`config.mk`:
```
export PLATFORM = sky130hd
export DESIGN_NAME = tapped_delay_pipe
export DESIGN_NICKNAME = d
export VERILOG_FILES = /design/src/rtl/tdp_pkg.sv /design/src/rtl/tdp_rst_sync.sv /design/src/rtl/tdp_stage.sv /design/src/rtl/tdp_seg.sv /design/src/rtl/tdp_lane.sv /design/src/rtl/tapped_delay_pipe.sv
export SDC_FILE = /design/constraint.sdc
export NUM_CORES = 2
export LEC_CHECK = 0
export ABC_AREA = 1
export CORE_MARGIN = 2
export CORE_UTILIZATION = 39
export CTS_CLUSTER_DIAMETER = 120
export DETAILED_ROUTE_END_ITERATION = 8
export HOLD_SLACK_MARGIN = 0.05
export SLEW_MARGIN = 20
export SYNTH_ARGS = -nofsm -noshare
export SYNTH_HDL_FRONTEND = slang
export SYNTH_SLANG_ARGS = --single-unit
```
`constraint.sdc`:
```
create_clock -name clk -period 81.5 [get_ports clk]
set_input_delay 16.3 -clock clk [delete_from_list [all_inputs] [get_ports clk]]
set_output_delay 16.3 -clock clk [all_outputs]
set_load 0.01 [all_outputs]
```
`src/rtl/tdp_pkg.sv`:
```
package tdp_pkg;
  // Stage (1-based) at which a lane is read by the diagonal tap.
  function automatic int diag_stage(input int lane, input int span);
    return (lane % span) + 1;
  endfunction
endpackage

```
`src/rtl/tdp_rst_sync.sv`:
```
module tdp_rst_sync (
  input  logic clk,
  input  logic rst_n,
  output logic rst_ni
);
  logic [1:0] sync_q, sync_d;

  always_comb sync_d = {sync_q[0], 1'b1};

  always_ff @(posedge clk or negedge rst_n) begin
    if (!rst_n) sync_q <= '0;
    else        sync_q <= sync_d;
  end

  assign rst_ni = sync_q[1];
endmodule

```
`src/rtl/tdp_stage.sv`:
```
module tdp_stage (
  input  logic clk,
  input  logic rst_n,
  input  logic en,
  input  logic d,
  output logic q
);
  logic q_d;

  always_comb q_d = en ? d : q;

  always_ff @(posedge clk or negedge rst_n) begin
    if (!rst_n) q <= 1'b0;
    else        q <= q_d;
  end
endmodule

```
`src/rtl/tdp_seg.sv`:
```
module tdp_seg #(
  parameter int CAP = 15,
  parameter int AW  = 4
) (
  input  logic          clk,
  input  logic          rst_n,
  input  logic          en,
  input  logic          d,
  input  logic [AW-1:0] addr,   // length minus one
  output logic          q
);
  logic [CAP-1:0] sr_q, sr_d;

  always_comb begin
    sr_d = sr_q;
    if (en) begin
      sr_d[0] = d;
      for (int k = 1; k < CAP; k++) sr_d[k] = sr_q[k-1];
    end
  end

  always_ff @(posedge clk or negedge rst_n) begin
    if (!rst_n) sr_q <= '0;
    else        sr_q <= sr_d;
  end

  always_comb begin
    q = 1'b0;
    for (int k = 0; k < CAP; k++)
      if (addr == AW'(k)) q = sr_q[k];
  end

  // Length-one setting: output follows the input one enabled edge later.
  p_len1_r3: assert property (@(posedge clk) disable iff (!rst_n)
    (en && addr == '0) |=> (addr != '0) || (q == $past(d)));
endmodule

```
`src/rtl/tdp_lane.sv`:
```
module tdp_lane #(
  parameter int NSEG      = 4,
  parameter int SEG_DEPTH = 16,
  parameter int DIAG      = 1
) (
  input  logic clk,
  input  logic rst_n,
  input  logic en,
  input  logic din,
  output logic dout,
  output logic tap_first,
  output logic tap_diag
);
  localparam int SEGLEN = SEG_DEPTH - 1;
  localparam int AW     = $clog2(SEG_DEPTH);
  localparam int DSEG   = (DIAG - 1) / SEG_DEPTH;
  localparam int DOFF   = (DIAG - 1) % SEG_DEPTH;

  logic [NSEG-1:0] bnd_q;
  logic [NSEG-1:0] seg_q;

  for (genvar s = 0; s < NSEG; s++) begin : g_seg
    logic bnd_in;
    if (s == 0) begin : g_head
      assign bnd_in = din;
    end else begin : g_link
      assign bnd_in = seg_q[s-1];
    end
    tdp_stage u_bnd (
      .clk(clk), .rst_n(rst_n), .en(en), .d(bnd_in), .q(bnd_q[s])
    );
    tdp_seg #(.CAP(SEGLEN), .AW(AW)) u_seg (
      .clk(clk), .rst_n(rst_n), .en(en), .d(bnd_q[s]),
      .addr(AW'(SEGLEN - 1)), .q(seg_q[s])
    );
  end

  assign dout      = seg_q[NSEG-1];
  assign tap_first = bnd_q[0];

  if (DOFF == 0) begin : g_diag_bnd
    assign tap_diag = bnd_q[DSEG];
  end else begin : g_diag_branch
    tdp_seg #(.CAP(DOFF), .AW(AW)) u_branch (
      .clk(clk), .rst_n(rst_n), .en(en), .d(bnd_q[DSEG]),
      .addr(AW'(DOFF - 1)), .q(tap_diag)
    );
  end

  // First column sees the lane input one enabled edge later.
  p_first_r2: assert property (@(posedge clk) disable iff (!rst_n)
    en |=> tap_first == $past(din));

  if (DIAG == 2) begin : g_chk_diag2
    // Second-stage diagonal trails the first column by one enabled edge.
    p_diag2_r3: assert property (@(posedge clk) disable iff (!rst_n)
      en |=> tap_diag == $past(tap_first));
  end
endmodule

```
`src/rtl/tapped_delay_pipe.sv`:
```
module tapped_delay_pipe #(
  parameter int LANES     = 40,
  parameter int SEG_DEPTH = 16,
  parameter int NSEG      = 4
) (
  input  logic             clk,
  input  logic             rst_n,
  input  logic             en,
  input  logic [LANES-1:0] din,
  output logic [LANES-1:0] dout,
  output logic [LANES-1:0] tap_first,
  output logic [LANES-1:0] tap_diag
);
  localparam int DEPTH     = SEG_DEPTH * NSEG;
  localparam int DIAG_SPAN = DEPTH / 2;

  logic rst_ni;

  tdp_rst_sync u_rst (.clk(clk), .rst_n(rst_n), .rst_ni(rst_ni));

  for (genvar i = 0; i < LANES; i++) begin : g_lane
    localparam int STG = tdp_pkg::diag_stage(i, DIAG_SPAN);
    tdp_lane #(.NSEG(NSEG), .SEG_DEPTH(SEG_DEPTH), .DIAG(STG)) u_lane (
      .clk(clk), .rst_n(rst_ni), .en(en), .din(din[i]),
      .dout(dout[i]), .tap_first(tap_first[i]), .tap_diag(tap_diag[i])
    );
  end

  // Disabled edges change nothing visible.
  p_hold_r4: assert property (@(posedge clk) disable iff (!rst_ni)
    !en |=> $stable(dout) && $stable(tap_first) && $stable(tap_diag));
endmodule

```
==> run summary <==
H-Tree Depth -> 5
Port bufs -> 162
FILL cells -> 23990
Io pins -> 163
Power Density -> 26.20 nW/um^2
Setup TNS -> 0 ps
RSZ-0062 raised after global routing -> no
R2R depth -> 6
Pins Over Slew Limit -> 0
HP Class -> reg2reg
Max Cap Violations -> 0
Worst slew pin tran -> 1136 ps
Post-CTS resize count -> 0
First-pass GRT wire length -> 301.7 mm
CP delay by family, top -> buffers and inverters
Synth unique cells -> 10
Synth top area share -> 0.6576
Crit-path max cell delay -> 860 ps
Instance count on the critical path -> 8
Sink Count -> 2562
CTS Hold Buffers Added -> 0
Flop2flop setup slack -> 75870 ps
Inserted Clock Buffers -> 293
Initial DRT Pass Iterations -> 5
Max stage delay cell, worst path -> buf_4
Post-synth top flop -> dfrtp_1
Crit path launch type -> input pin
Post-synthesis adder-cell area fraction -> 0
Largest net degree at the start of global routing -> 268
Routability congestion estimate -> 0.7184
Crit path capture -> g_lane[31].u_lane.g_seg[2].u_seg.sr_q[1]
# setup viols final -> 0
Core area -> 248700 um^2
Main area contributors after synthesis -> dfrtp_1, nand2_1, buf_4
Synthesized area per cell -> 8.918 um^2
Parity-gate share of the synthesized area counting xor and xnor cells -> 0
Crit-path most repeated cell -> buf_4
Clock Latency Late Sink -> 940 ps
Total congestion overflow -> 0
Status -> completed
Period utilization -> 0.2469
Mapped Nets -> 10980
Yosys warnings -> 0
Largest family of logic cells by synthesized area -> simple AND/OR/NAND/NOR gates
Critical Path RT -> 82320 ps
Global Route Usage Sum -> 0.1354
Compound-Gate Fraction of Synth Area -> 0
Critical path arrival -> 20950 ps
# Post-CTS Setup Buffers -> 0
Worst vdd rail ir drop -> 0.01946 mV
Critical Path Source -> en
Clock transition at path regs -> 60 ps
Seq cells post-synth -> 2562
Setup Skew -> 90.84 ps
Drt total wl -> 168.8 mm
Reg-to-reg startpoint -> u_rst.sync_q[1]
Mapped Cells -> 10930
Post-synth EDFFs -> 0
Die Wd -> 504.0 um
Slew margin rel. -> 0.2424
Final hold violation count -> 0
Iter 0 DRT Violations -> 5264
Area leader, netlist -> dfrtp_1
Post-synthesis sequential area ratio -> 0.6576
Initial Util -> 0.3921
CP endpoint kind -> flip-flop
Proportion of synthesized area in mux cells -> 0
Root Buffer -> clkbuf_16
DRC errors left -> 0
WL per Instance -> 11.80 um
Most common cell in the synthesized netlist -> nand2_1
Die area -> 254000 um^2
Number of core rows -> 183
Crit path max fanout -> 196
Post-DP HPWL -> 89.95 mm
# nets final -> 10820
Critical setup path kind -> in2reg
Worst R2R End -> g_lane[4].u_lane.g_seg[3].u_seg.sr_q[14]
Pre-CTS setup slack -> 60220 ps
Worst-path cell chain -> buf_16, buf_4, buf_4, buf_12, buf_4, buf_4, nand2_1, nand2_1
Worst setup margin -> 61370 ps
Vias per cell -> 4.465
Post-Synth Simple-Gate Area -> 0.2957
Post-route ant nets -> 0
TritonCTS clock tree -> built
Via Count -> 63860
P&R area growth vs syn -> 11.68%
Share of cells above drive strength 1 -> 0.04549
Min Tclk post-route -> 20130 ps
Initial antenna violation count -> 3
Die H -> 504.0 um
Static leakage -> 0.06189 uW
Synthesized area -> 97500 um^2
Post-synth top cells -> nand2_1, dfrtp_1, buf_4
Fmax -> 0.04969 GHz
Vias in the first global route -> 63920
Async set or reset register ratio after synthesis -> 1.000
Max Root-Sink Buffers -> 4
WP buf/inv -> 6
==> cell type report <==
class	count	area, um^2	area share
Multi-Input combinational cell	7681	28830	0.2648
Timing Repair Buffer	236	2390	0.02195
Sequential cell	2562	64120	0.5889
Inverter	1	20.02	0.0001839
Clock buffer	426	8549	0.07852
Antenna cell	2	5.005	0.00004597
Tap cell	3330	4167	0.03827
Clock inverter	64	804.5	0.007389
==> sequential cells by signal, indices dropped and copies added, names as in the netlist <==
signal and count:
g_lane.u_lane.g_seg.u_seg.sr_q 2259, g_lane.u_lane.g_seg.u_bnd.q 160, u_rst.sync_q 2, g_lane.u_lane.g_diag_branch.u_branch.sr_q 141
==> metrics by stage <==
step	utilization	cell area, um^2	hold slack (ps)	instances	total power, uW
2_1_floorplan	-	97500	331.2	10930	1578
6_report	0.4379	108900	347.7	14300	2852
5_1_grt	0.4379	108900	354.3	14300	2997
3_3_place_gp	0.4000	99460	339.4	13810	1601
4_1_cts	0.4376	108800	352.6	14300	2911
3_5_place_dp	0.4000	99460	341.1	13810	1610
==> logic make-up (layout without fill, tap and decap cells) <==
kind of cell / Yosys count / count (layout)
buffers and inverters: 690 / 727
other: 1 / 3
AND/OR/NAND/NOR: 7680 / 7680
flip-flops: 2562 / 2562
==> report_power, final <==
group	total, uW	switching [uW]	internal, uW
Clock	1270	497	774
Sequential	1410	50.2	1360
Combinational	167	114	53.4
==> worst register-to-register path: stages (launching register included) <==
cell,delay (ps)
dfrtp_4,850
buf_4,760
buf_4,880
buf_4,730
buf_4,750
buf_4,740
buf_4,890
==> how the worst min path moves through the flow <==
stage                     from               to  slack, ps  cells after the start
2_1_floorplan  u_rst.sync_q[0]  u_rst.sync_q[1]        330                      0
3_3_place_gp   u_rst.sync_q[0]  u_rst.sync_q[1]        340                      0
3_5_place_dp   u_rst.sync_q[0]  u_rst.sync_q[1]        340                      0
4_1_cts        u_rst.sync_q[0]  u_rst.sync_q[1]        350                      0
5_1_grt        u_rst.sync_q[0]  u_rst.sync_q[1]        350                      0
6_report       u_rst.sync_q[0]  u_rst.sync_q[1]        350                      0
==> routing by layer <==
layer  vias to the layer above  track usage  part of all wire
met2                       754       0.2206              0.45
met1                     30570       0.1809              0.48
met3                       310      0.02931             0.043
li1                      32230            -                 -
met5                         -            0                 0
met4                         0      0.04179             0.026
==> cells in the final DEF, fill, tap and decap left out, drive strengths merged <==
cell              n
inv               8
buf              75
clkbuf          426
clkinvlp          7
bufinv           16
conb              1
nand2          7680
dfrtp          2562
diode             2
clkdlybuf4s50   161
clkinv           34
No activity file was read; power rests on OpenSTA's default activity.
